==> config.mk <==
export PLATFORM = sky130hd
export DESIGN_NAME = nand_cmd_seq
export DESIGN_NICKNAME = d
export VERILOG_FILES = /design/src/rtl/nand_cmd_seq.sv
export SDC_FILE = /design/constraint.sdc
export NUM_CORES = 1
export LEC_CHECK = 0
export BUFFER_PORTS_ARGS = -buffer_cell sky130_fd_sc_hd__buf_4
export CAP_MARGIN = 40
export CORE_UTILIZATION = 40
export DETAILED_ROUTE_END_ITERATION = 10
export SYNTH_ARGS = -nofsm -noshare
export SYNTH_HDL_FRONTEND = slang
export SYNTH_SLANG_ARGS = --single-unit
==> constraint.sdc <==
create_clock -name clk -period 4.4 [get_ports clk]
set_clock_uncertainty 0.15 [all_clocks]
set_input_delay 0 -clock clk [delete_from_list [all_inputs] [get_ports clk]]
set_output_delay 0 -clock clk [all_outputs]
set_load 0.05 [all_outputs]
==> src/rtl/nand_cmd_seq.sv <==
module nand_cmd_seq #(
  parameter int NCE = 8,
  parameter int RAW = 4
) (
  input  logic           clk,
  input  logic           rst_n,
  input  logic           reg_wr,
  input  logic [RAW-1:0] reg_addr,
  input  logic [31:0]    reg_wdata,
  output logic [31:0]    reg_rdata,
  output logic           irq,
  output logic [NCE-1:0] nand_ce_n,
  output logic           nand_cle,
  output logic           nand_ale,
  output logic           nand_we_n,
  output logic           nand_re_n,
  output logic [7:0]     nand_dq_o,
  output logic           nand_dq_oe,
  input  logic [7:0]     nand_dq_i,
  input  logic           nand_rdy
);
  localparam int CSW = $clog2(NCE);

  typedef enum logic [3:0] {P_IDLE, P_CMD1, P_ADDR, P_CMD2, P_WB, P_RDY, P_ADL, P_DATA, P_DONE} phase_t;

  phase_t      phase, nxt, first;
  logic [31:0] cmd_q, adr1, adr2, hold;
  logic [7:0]  opc1, opc2;
  logic [19:0] tim1;
  logic [3:0]  tim2, cnt;
  logic [1:0]  ien;
  logic        done_q, hi;
  logic [2:0]  bidx;

  function automatic phase_t succ(phase_t p, logic lt);
    case (p)
      P_IDLE:  return P_CMD1;
      P_CMD1:  return P_ADDR;
      P_ADDR:  return lt ? P_DATA : P_CMD2;
      P_CMD2:  return P_WB;
      P_WB:    return lt ? P_DONE : P_DATA;
      P_DATA:  return lt ? P_CMD2 : P_DONE;
      default: return P_DONE;
    endcase
  endfunction

  function automatic logic on(phase_t p, logic [31:0] c);
    case (p)
      P_CMD1:  return c[30];
      P_ADDR:  return c[29];
      P_CMD2:  return c[26];
      P_WB:    return c[24];
      P_DATA:  return c[28];
      P_DONE:  return 1'b1;
      default: return 1'b0;
    endcase
  endfunction

  function automatic phase_t next_ph(phase_t p, logic [31:0] c);
    phase_t q;
    logic   found;
    q = p;
    found = 1'b0;
    for (int i = 0; i < 6; i++)
      if (!found) begin
        q = succ(q, c[25]);
        if (on(q, c)) found = 1'b1;
      end
    return q;
  endfunction

  wire busy   = (phase != P_IDLE);
  wire tx     = cmd_q[27];
  wire is_rd  = (phase == P_DATA) && !tx;
  wire is_wr  = (phase == P_CMD1) || (phase == P_CMD2) || (phase == P_ADDR) ||
                ((phase == P_DATA) && tx);
  wire strobe = is_wr || is_rd;

  wire [3:0] lo_len = is_rd ? tim1[11:8] : tim1[3:0];
  wire [3:0] hi_len = is_rd ? {2'b00, tim1[13:12]} : {2'b00, tim1[5:4]};
  wire [2:0] nb_m1  = (phase == P_ADDR) ? cmd_q[2:0] :
                      (phase == P_DATA) ? {1'b0, cmd_q[21:20]} : 3'd0;

  wire adv = (strobe && hi && cnt == hi_len && bidx == nb_m1) ||
             (phase == P_WB  && cnt == tim1[19:16]) ||
             (phase == P_RDY && nand_rdy) ||
             (phase == P_ADL && cnt == tim2);

  always_comb begin
    case (phase)
      P_WB:    nxt = P_RDY;
      P_RDY:   nxt = next_ph(P_WB, cmd_q);
      P_ADL:   nxt = P_DATA;
      default: nxt = next_ph(phase, cmd_q);
    endcase
    if (phase == P_ADDR && nxt == P_DATA && tx) nxt = P_ADL;
    first = next_ph(P_IDLE, reg_wdata);
  end

  wire wr_cmd = reg_wr && reg_addr == RAW'(0);

  always_ff @(posedge clk) begin
    if (!rst_n) begin
      phase <= P_IDLE; cmd_q <= '0; adr1 <= '0; adr2 <= '0; hold <= '0;
      opc1 <= '0; opc2 <= '0; tim1 <= '0; tim2 <= '0; ien <= '0;
      done_q <= 1'b0; hi <= 1'b0; cnt <= '0; bidx <= '0;
    end else begin
      if (reg_wr) begin
        case (reg_addr)
          RAW'(1): if (reg_wdata[1]) done_q <= 1'b0;
          RAW'(2): ien  <= reg_wdata[1:0];
          RAW'(3): tim1 <= reg_wdata[19:0];
          RAW'(4): tim2 <= reg_wdata[3:0];
          RAW'(5): if (!busy) opc1 <= reg_wdata[7:0];
          RAW'(6): if (!busy) opc2 <= reg_wdata[7:0];
          RAW'(7): if (!busy) adr1 <= reg_wdata;
          RAW'(8): if (!busy) adr2 <= reg_wdata;
          RAW'(9): if (!busy) hold <= reg_wdata;
          default: ;
        endcase
      end
      if (wr_cmd && busy && reg_wdata == 32'd0) begin
        phase <= P_IDLE;
        hi <= 1'b0; cnt <= '0; bidx <= '0;
      end else if (wr_cmd && !busy) begin
        cmd_q <= reg_wdata;
        hi <= 1'b0; cnt <= '0; bidx <= '0;
        if (reg_wdata[31]) begin
          if (first == P_DONE) done_q <= 1'b1;
          else phase <= first;
        end
      end else if (busy) begin
        if (adv) begin
          phase <= (nxt == P_DONE) ? P_IDLE : nxt;
          if (nxt == P_DONE) done_q <= 1'b1;
          hi <= 1'b0; cnt <= '0; bidx <= '0;
        end else if (strobe) begin
          if (!hi) begin
            if (cnt == lo_len) begin
              hi <= 1'b1; cnt <= '0;
              if (is_rd) hold[{bidx[1:0], 3'b000} +: 8] <= nand_dq_i;
            end else cnt <= cnt + 4'd1;
          end else begin
            if (cnt == hi_len) begin
              hi <= 1'b0; cnt <= '0; bidx <= bidx + 3'd1;
            end else cnt <= cnt + 4'd1;
          end
        end else begin
          cnt <= cnt + 4'd1;
        end
      end
    end
  end

  wire [63:0] abytes = {adr2, adr1};

  assign nand_cle   = (phase == P_CMD1) || (phase == P_CMD2);
  assign nand_ale   = (phase == P_ADDR);
  assign nand_we_n  = !(is_wr && !hi);
  assign nand_re_n  = !(is_rd && !hi);
  assign nand_dq_oe = is_wr;
  assign nand_dq_o  = (phase == P_CMD1) ? opc1 :
                      (phase == P_CMD2) ? opc2 :
                      (phase == P_ADDR) ? abytes[{bidx, 3'b000} +: 8] :
                                          hold[{bidx[1:0], 3'b000} +: 8];
  assign nand_ce_n  = busy ? ~(NCE'(1) << cmd_q[16 +: CSW]) : '1;
  assign irq        = done_q && ien[0] && ien[1];

  always_comb begin
    case (reg_addr)
      RAW'(0): reg_rdata = cmd_q;
      RAW'(1): reg_rdata = {30'd0, done_q, busy};
      RAW'(2): reg_rdata = {30'd0, ien};
      RAW'(3): reg_rdata = {12'd0, tim1};
      RAW'(4): reg_rdata = {28'd0, tim2};
      RAW'(5): reg_rdata = {24'd0, opc1};
      RAW'(6): reg_rdata = {24'd0, opc2};
      RAW'(7): reg_rdata = adr1;
      RAW'(8): reg_rdata = adr2;
      RAW'(9): reg_rdata = hold;
      default: reg_rdata = 32'd0;
    endcase
  end

  assert_ce_onehot_R6: assert property (@(posedge clk) disable iff (!rst_n)
    $onehot0(~nand_ce_n));
  assert_latch_excl_R4: assert property (@(posedge clk) disable iff (!rst_n)
    !(nand_cle && nand_ale));
  assert_latch_needs_ce_R6: assert property (@(posedge clk) disable iff (!rst_n)
    (nand_cle || nand_ale || !nand_we_n || !nand_re_n) |-> !(&nand_ce_n));
  assert_strobe_excl_R8: assert property (@(posedge clk) disable iff (!rst_n)
    !(!nand_we_n && !nand_re_n));
  assert_dq_stable_R8: assert property (@(posedge clk) disable iff (!rst_n)
    (!nand_we_n && $past(!nand_we_n)) |-> $stable(nand_dq_o));
  assert_abort_idle_R10: assert property (@(posedge clk) disable iff (!rst_n)
    (wr_cmd && busy && reg_wdata == 32'd0) |=> (&nand_ce_n && nand_we_n && nand_re_n && $stable(done_q)));
  assert_done_after_R9: assert property (@(posedge clk) disable iff (!rst_n)
    $rose(done_q) |-> !busy);
endmodule

# Word level (Yosys, flattened, before mapping)
# Index checks and enable logic that the tools add are counted.
[op_classes]
n_addsub = 3
n_bitwise = 4
shift = 5
n_reduce_logical = 67
mux = 196
n_eq_ne = 180
[op_table]
columns = ["cell", "n"]
rows = [
  ["2-to-1 mux 32 bit", 12],
  ["case mux 4 bit (6 select lines)", 14],
  ["case mux 32 bit (10 select lines)", 1],
  ["== test 4 x 3 -> 1 bit, second input constant", 65],
  ["2-to-1 mux 4 bit", 65],
  ["== test 4 x 2 -> 1 bit, second input constant", 60],
  ["== test 4 x 1 -> 1 bit, second input constant", 30],
  ["case mux 1 bit (6 select lines)", 14],
  ["2-to-1 mux 1 bit", 74],
  ["== test 4 bit, second input constant", 18],
  ["logical NOT 4 bit", 16],
  ["variable part select 64 x 7 -> 8 bit", 1],
  ["bitwise mux 32 bit", 1],
  ["logical NOT 32 bit", 1],
  ["2-to-1 mux 8 bit", 4],
  ["variable shift 8 x 7 -> 32 bit, first input constant", 1],
  ["variable part select 32 x 6 -> 8 bit", 1],
  ["variable part select 8 x 7 -> 32 bit", 1],
  ["2-to-1 mux 3 bit", 7],
  ["case mux 4 bit (5 select lines)", 1],
  ["logical AND 1 bit", 18],
  ["== test 4 bit", 3],
  ["case mux 4 bit (3 select lines)", 1],
  ["AND reduction 3 bit", 4],
  ["other kinds (18)", 42],
]
[word_totals]
ff_bits = 183
elab_cells = 469
in_bits = 48

# Depth between registers and ports, before layout
[depth]
word_depth = 56
mapped_depth = 14

# Worst setup path before layout
# No wires, ideal clock.
[synth_timing]
path_type = "reg-to-reg"
from = "register phase[0]"
to = "register phase[2]"
path_stages_with_launch = 14
period_less_slack_ps = 3650
path_slack_ps = 750
arrival_ps = 3385
setup_ps = 115
required_time_ps = 4135
cell_sequence = "dfxtp_1 buf_6 and3_4 o2111a_1 or4_4 buf_6 a211oi_1 mux2_2 o21ai_2 o41ai_2 or3_1 o21a_2 o2111a_1 o21a_1"
[synth_between]
elab_chain_len = 45
elab_cells_between_ends = 163
classes_between = "68 x eq/ne; 63 x mux; 32 x reduce/logical"
[synth_lines]
columns = ["element", "line_no", "source"]
rows = [
  ["from (decl)", "26", "phase_t phase, nxt, first;"],
  ["from (signal assigned)", "130", "else phase <= first;"],
  ["from (signal assigned)", "134", "phase <= (nxt == P_DONE) ? P_IDLE : nxt;"],
  ["== test 4 x 3 -> 1 bit (tied with other cells)", "--", ""],
  ["case mux 4 bit (5 select lines)", "36", "case (p)"],
  ["2-to-1 mux 4 bit", "90", "case (phase)"],
  ["2-to-1 mux 4 bit (tied with other cells)", "90", ""],
  ["== test 4 x 3 -> 1 bit (tied with other cells)", "36", ""],
  ["case mux 4 bit (6 select lines) or 2-to-1 mux 1 bit (tied branches)", "36, 90", ""],
  ["2-to-1 mux 4 bit or 2-to-1 mux 1 bit (tied branches)", "65, 67", ""],
  ["2-to-1 mux 4 bit or 2-to-1 mux 1 bit (tied branches)", "90", ""],
  ["(+28 left out)", "--", ""],
  ["== test 4 x 3 -> 1 bit", "96", "if (phase == P_ADDR && nxt == P_DATA && tx) nxt = P_ADL;"],
  ["logical AND 1 bit (2 in series)", "96", ""],
  ["2-to-1 mux 4 bit", "96", ""],
  ["== test 4 bit", "134", ""],
  ["2-to-1 mux 4 bit", "134", ""],
  ["2-to-1 mux 4 bit", "133", "if (adv) begin"],
  ["2-to-1 mux 4 bit", "132", "end else if (busy) begin"],
  ["2-to-1 mux 4 bit", "125", "end else if (wr_cmd && !busy) begin"],
]
# Several ways; a longest one is shown, not always the timed one. The select of a mux whose other input is x is not followed.
# A chain may end at the register's enable or synchronous reset.

# Worst setup path after layout
[layout_timing]
from = "register phase[0]"
to = "register hold[10]"
[layout_between]
elab_chain_len = 15
elab_cells_between_ends = 47
classes_between = "10 x eq/ne; 17 x mux; 20 x reduce/logical"
[layout_lines]
columns = ["element", "line_no", "source"]
rows = [
  ["branches (longest 14 deep; another with 2-to-1 mux 32 bit)", "--", ""],
  ["2-to-1 mux 32 bit (*)", "122", "if (wr_cmd && busy && reg_wdata == 32'd0) begin"],
  ["to (signal assigned)", "118", "RAW'(9): if (!busy) hold <= reg_wdata;"],
  ["to (signal, indexed assignment)", "141", "if (is_rd) hold[{bidx[1:0], 3'b000} +: 8] <= nand_dq_i;"],
  ["to (decl)", "27", "logic [31:0] cmd_q, adr1, adr2, hold;"],
]
# Every way passes the cells marked *. The select of a mux whose other input is x is not followed.

==> reports/qor.json <==
{
  "run_status": {
    "outcome": "finished clean"
  },
  "synthesis": {
    "dominant_combinational_cell_family_by_area_after_synthesis": "simple AND/OR/NAND/NOR gates",
    "post_synth_fa_ha_maj_area_fraction_pct": 0.7813,
    "synth.top_cells.by_area": "sky130_fd_sc_hd__dfxtp_1 (33%), sky130_fd_sc_hd__nand2_1 (13%), sky130_fd_sc_hd__a21boi_0 (9.0%), sky130_fd_sc_hd__mux4_2 (4.8%), sky130_fd_sc_hd__mux2i_1 (4.4%)",
    "synthCells": 1451,
    "netlist-cell-type-count": 80,
    "synth_cell_area_um2": 11210,
    "postSynth.topFlopCell": "sky130_fd_sc_hd__dfxtp_1",
    "yosysSeqAreaShare_pct": 32.68,
    "synth-edff-count": 0,
    "synth_seq_cells": 183,
    "synth-compound-area-share_pct": 24.77,
    "synthXorXnorAreaFrac_pct": 1.875,
    "yosysTopAreaCell": "sky130_fd_sc_hd__dfxtp_1",
    "synth.net_count": 1506,
    "synth_top_cell_area_share_pct": 32.68,
    "synth_simple_gate_area_share_pct": 25.37,
    "mux_share_of_post_synthesis_cell_area_pct": 9.699,
    "syn-mean-instance-area_um2": 7.726,
    "synth.yosys.warnings": 0,
    "async_flop_share_pct": 0
  },
  "power_and_ir_drop": {
    "power_per_cell_area_nw_per_um2": 462.5,
    "static-leakage-power_uw": 0.004845,
    "power.ir.vdd_worst_mv": 0.2642
  },
  "floorplan": {
    "die_area_um2": 28700,
    "die_h_um": 169.4,
    "io_pins": 102,
    "die_x_um": 169.4,
    "floorplan.rows": 60,
    "start_util_pct": 41.14,
    "core_area_um2": 27250
  },
  "min_path": {
    "holdCritPathClass": "in -> reg"
  },
  "cts": {
    "clkLatencyLatePin_ns": 0.44,
    "post_cts.resized_instances": 0,
    "total_number_of_h_tree_levels": 4,
    "cts_hold_repair.buffers": 47,
    "clkTransAtPathRegs_ns": 0.08,
    "ctsRootBufferMaster": "sky130_fd_sc_hd__clkbuf_16",
    "numCtsBuffers": 17,
    "cts-root-to-sink-buffers": 2,
    "tritoncts": "done",
    "post-cts-setup-buffer-count": 0,
    "cts_num_sinks": 183
  },
  "timing": {
    "worst_pin_slew_ns": 0.8873,
    "rsz0062_at_grt": "no",
    "final.period_utilization_pct": 95.68,
    "layout_min_cycle_time_ns": 4.210,
    "slew-limit-headroom_pct": 40.84,
    "timing.final.setup_violations": 0,
    "final.setup.worst_slack_ns": 0.1901,
    "finalHoldWorstSlack_ns": 0.03549,
    "maxSlewViolCount": 0,
    "finalSetupTns_ns": 0,
    "hold_viol_final": 0,
    "fmax_mhz": 237.5
  },
  "global_route": {
    "number_of_global_route_vias_before_repair": 10890,
    "antenna_violations_before_repair": 1,
    "gr-usage-all-layers_pct": 32.44,
    "grt_max_degree": 100,
    "grt_overflow_total": 0,
    "global_route_wire_length_before_repair_um": 69560
  },
  "cells_and_area": {
    "layout_commonest_cell": "sky130_fd_sc_hd__nand2_1",
    "layout_common_cells": "sky130_fd_sc_hd__nand2_1 (376), sky130_fd_sc_hd__dfxtp_1 (182), sky130_fd_sc_hd__buf_4 (146)",
    "syn_to_final_growth_pct": 19.61,
    "finish.net_count": 1599,
    "n_antenna_cell": 0,
    "fraction_of_final_layout_cells_with_drive_strength_greater_than_1_pct": 15.04
  },
  "route": {
    "drc_errors": 0,
    "detailedRoute.firstIterationViolations": 1360,
    "routed-via-count": 11707,
    "drt-vias-per-instance": 6.072,
    "dr.pass1.iters": 6,
    "route.antenna.remaining_nets": 0,
    "average_routed_wire_per_standard_cell_um": 23.99,
    "routed_wl_um": 46250
  },
  "worst_setup_path": {
    "start_kind": "register",
    "critical_path.endpoint_type": "register",
    "cp_max_fo": 14,
    "required_worst_endpoint_ns": 4.57,
    "critPathArrivalTime_ns": 4.38,
    "worst-setup-path-type": "reg -> reg"
  },
  "place": {
    "dp_worst_setup_slack_ns": 0.3611,
    "post_dp_hpwl_um": 32930,
    "gp_congestion": 0.9600,
    "port_buffers": 101
  },
  "run": {
    "cap_viol_max_count": 0
  }
}
-- worst max-delay path, stage by stage, from the launching register on --
cell                            delay, ns
sky130_fd_sc_hd__dfxtp_1             0.67
sky130_fd_sc_hd__nand2_1             0.15
sky130_fd_sc_hd__nor3_2              0.51
sky130_fd_sc_hd__mux2i_1             0.28
sky130_fd_sc_hd__xor2_1              0.18
sky130_fd_sc_hd__nand4_1             0.18
sky130_fd_sc_hd__or2_1               0.28
sky130_fd_sc_hd__or3_1               0.40
sky130_fd_sc_hd__nor2_1              0.19
sky130_fd_sc_hd__buf_4               0.22
sky130_fd_sc_hd__nand2_1             0.09
sky130_fd_sc_hd__a32o_1              0.24
sky130_fd_sc_hd__dlygate4sd3_1       0.55
-- synthesized netlist by cell type, types with 11 or more instances --
| master | count |
|---|---|
| sky130_fd_sc_hd__a21boi_0 | 135 |
| sky130_fd_sc_hd__a21oi_1 | 62 |
| sky130_fd_sc_hd__a22oi_1 | 54 |
| sky130_fd_sc_hd__a31oi_1 | 11 |
| sky130_fd_sc_hd__and2_1 | 15 |
| sky130_fd_sc_hd__and3_1 | 12 |
| sky130_fd_sc_hd__clkbuf_1 | 103 |
| sky130_fd_sc_hd__dfxtp_1 | 183 |
| sky130_fd_sc_hd__mux2i_1 | 49 |
| sky130_fd_sc_hd__mux4_2 | 24 |
| sky130_fd_sc_hd__nand2_1 | 376 |
| sky130_fd_sc_hd__nand2b_1 | 12 |
| sky130_fd_sc_hd__nand3_1 | 54 |
| sky130_fd_sc_hd__nand4_1 | 14 |
| sky130_fd_sc_hd__nor2_1 | 65 |
| sky130_fd_sc_hd__nor2b_1 | 28 |
| sky130_fd_sc_hd__nor3_1 | 25 |
| sky130_fd_sc_hd__o21a_1 | 18 |
| sky130_fd_sc_hd__o21ai_0 | 30 |
| sky130_fd_sc_hd__xor2_1 | 14 |
-- where the power goes --
part | internal, µW | leakage, µW | switching [µW]
logic | 1020 | 0.00309 | 1790
registers | 1710 | 0.00148 | 109
clock network | 807 | 0.000283 | 766
-- worst paths after layout --
| check | depth (start not counted) | slack [ns] | startpoint | to |
|---|---|---|---|---|
| setup / recovery | 12 | 0.19 | phase[0] | hold[10] |
| hold / removal | 5 | 0.04 | reg_addr[3] | ien[0] |
| setup reg to reg | 12 | 0.19 | phase[0] | hold[10] |
| hold reg to reg | 2 | 0.32 | cmd_q[15] | cmd_q[15] |
-- metal layers --
| layer | wire [µm] | vias up | track usage (%) |
|---|---|---|---|
| met5 | 0 | - | 0 |
| met4 | 1901 | 0 | 14.45 |
| met3 | 3579 | 89 | 4.314 |
| met2 | 21020 | 599 | 51.57 |
| met1 | 19750 | 5680 | 43.82 |
| li1 | - | 5339 | - |
-- cell families (layout without fill, tap and decap cells) --
group           Yosys count  in the layout
xor+xnor                 24             24
buf+inv                 135            240
compound gates          386            386
simple gates            638            638
flops                   183            183
fa+ha+maj                 7              7
mux                      78             78
-- final cells by class --
type	instances	area, µm²
timing repair buffer	197	1622
multi-input combinational	1133	7024
inverter	12	45.04
sequential	183	3665
clock buffer	17	425.4
fill	2689	13840
clock inverter	14	162.7
tap	372	465.4
-- registers in the layout (all words and copies together), names as in the netlist --
register  count
adr1         32
adr2         32
cmd_q        32
hold         32
tim1         20
opc1          8
opc2          8
cnt           4
phase         4
tim2          4
bidx          3
ien           2
done_q        1
hi            1
-- through the flow --
stage	total power [µW]	util, %	area (µm²)	std cells
floorplan	3739	-	11210	1451
global placement	4639	45.19	12320	1847
detailed placement	4579	45.32	12350	1850
CTS	6160	49.21	13410	1928
global route	6469	49.21	13410	1928
finish	6201	49.21	13410	1928
Power figures use the tool's default switching activity.
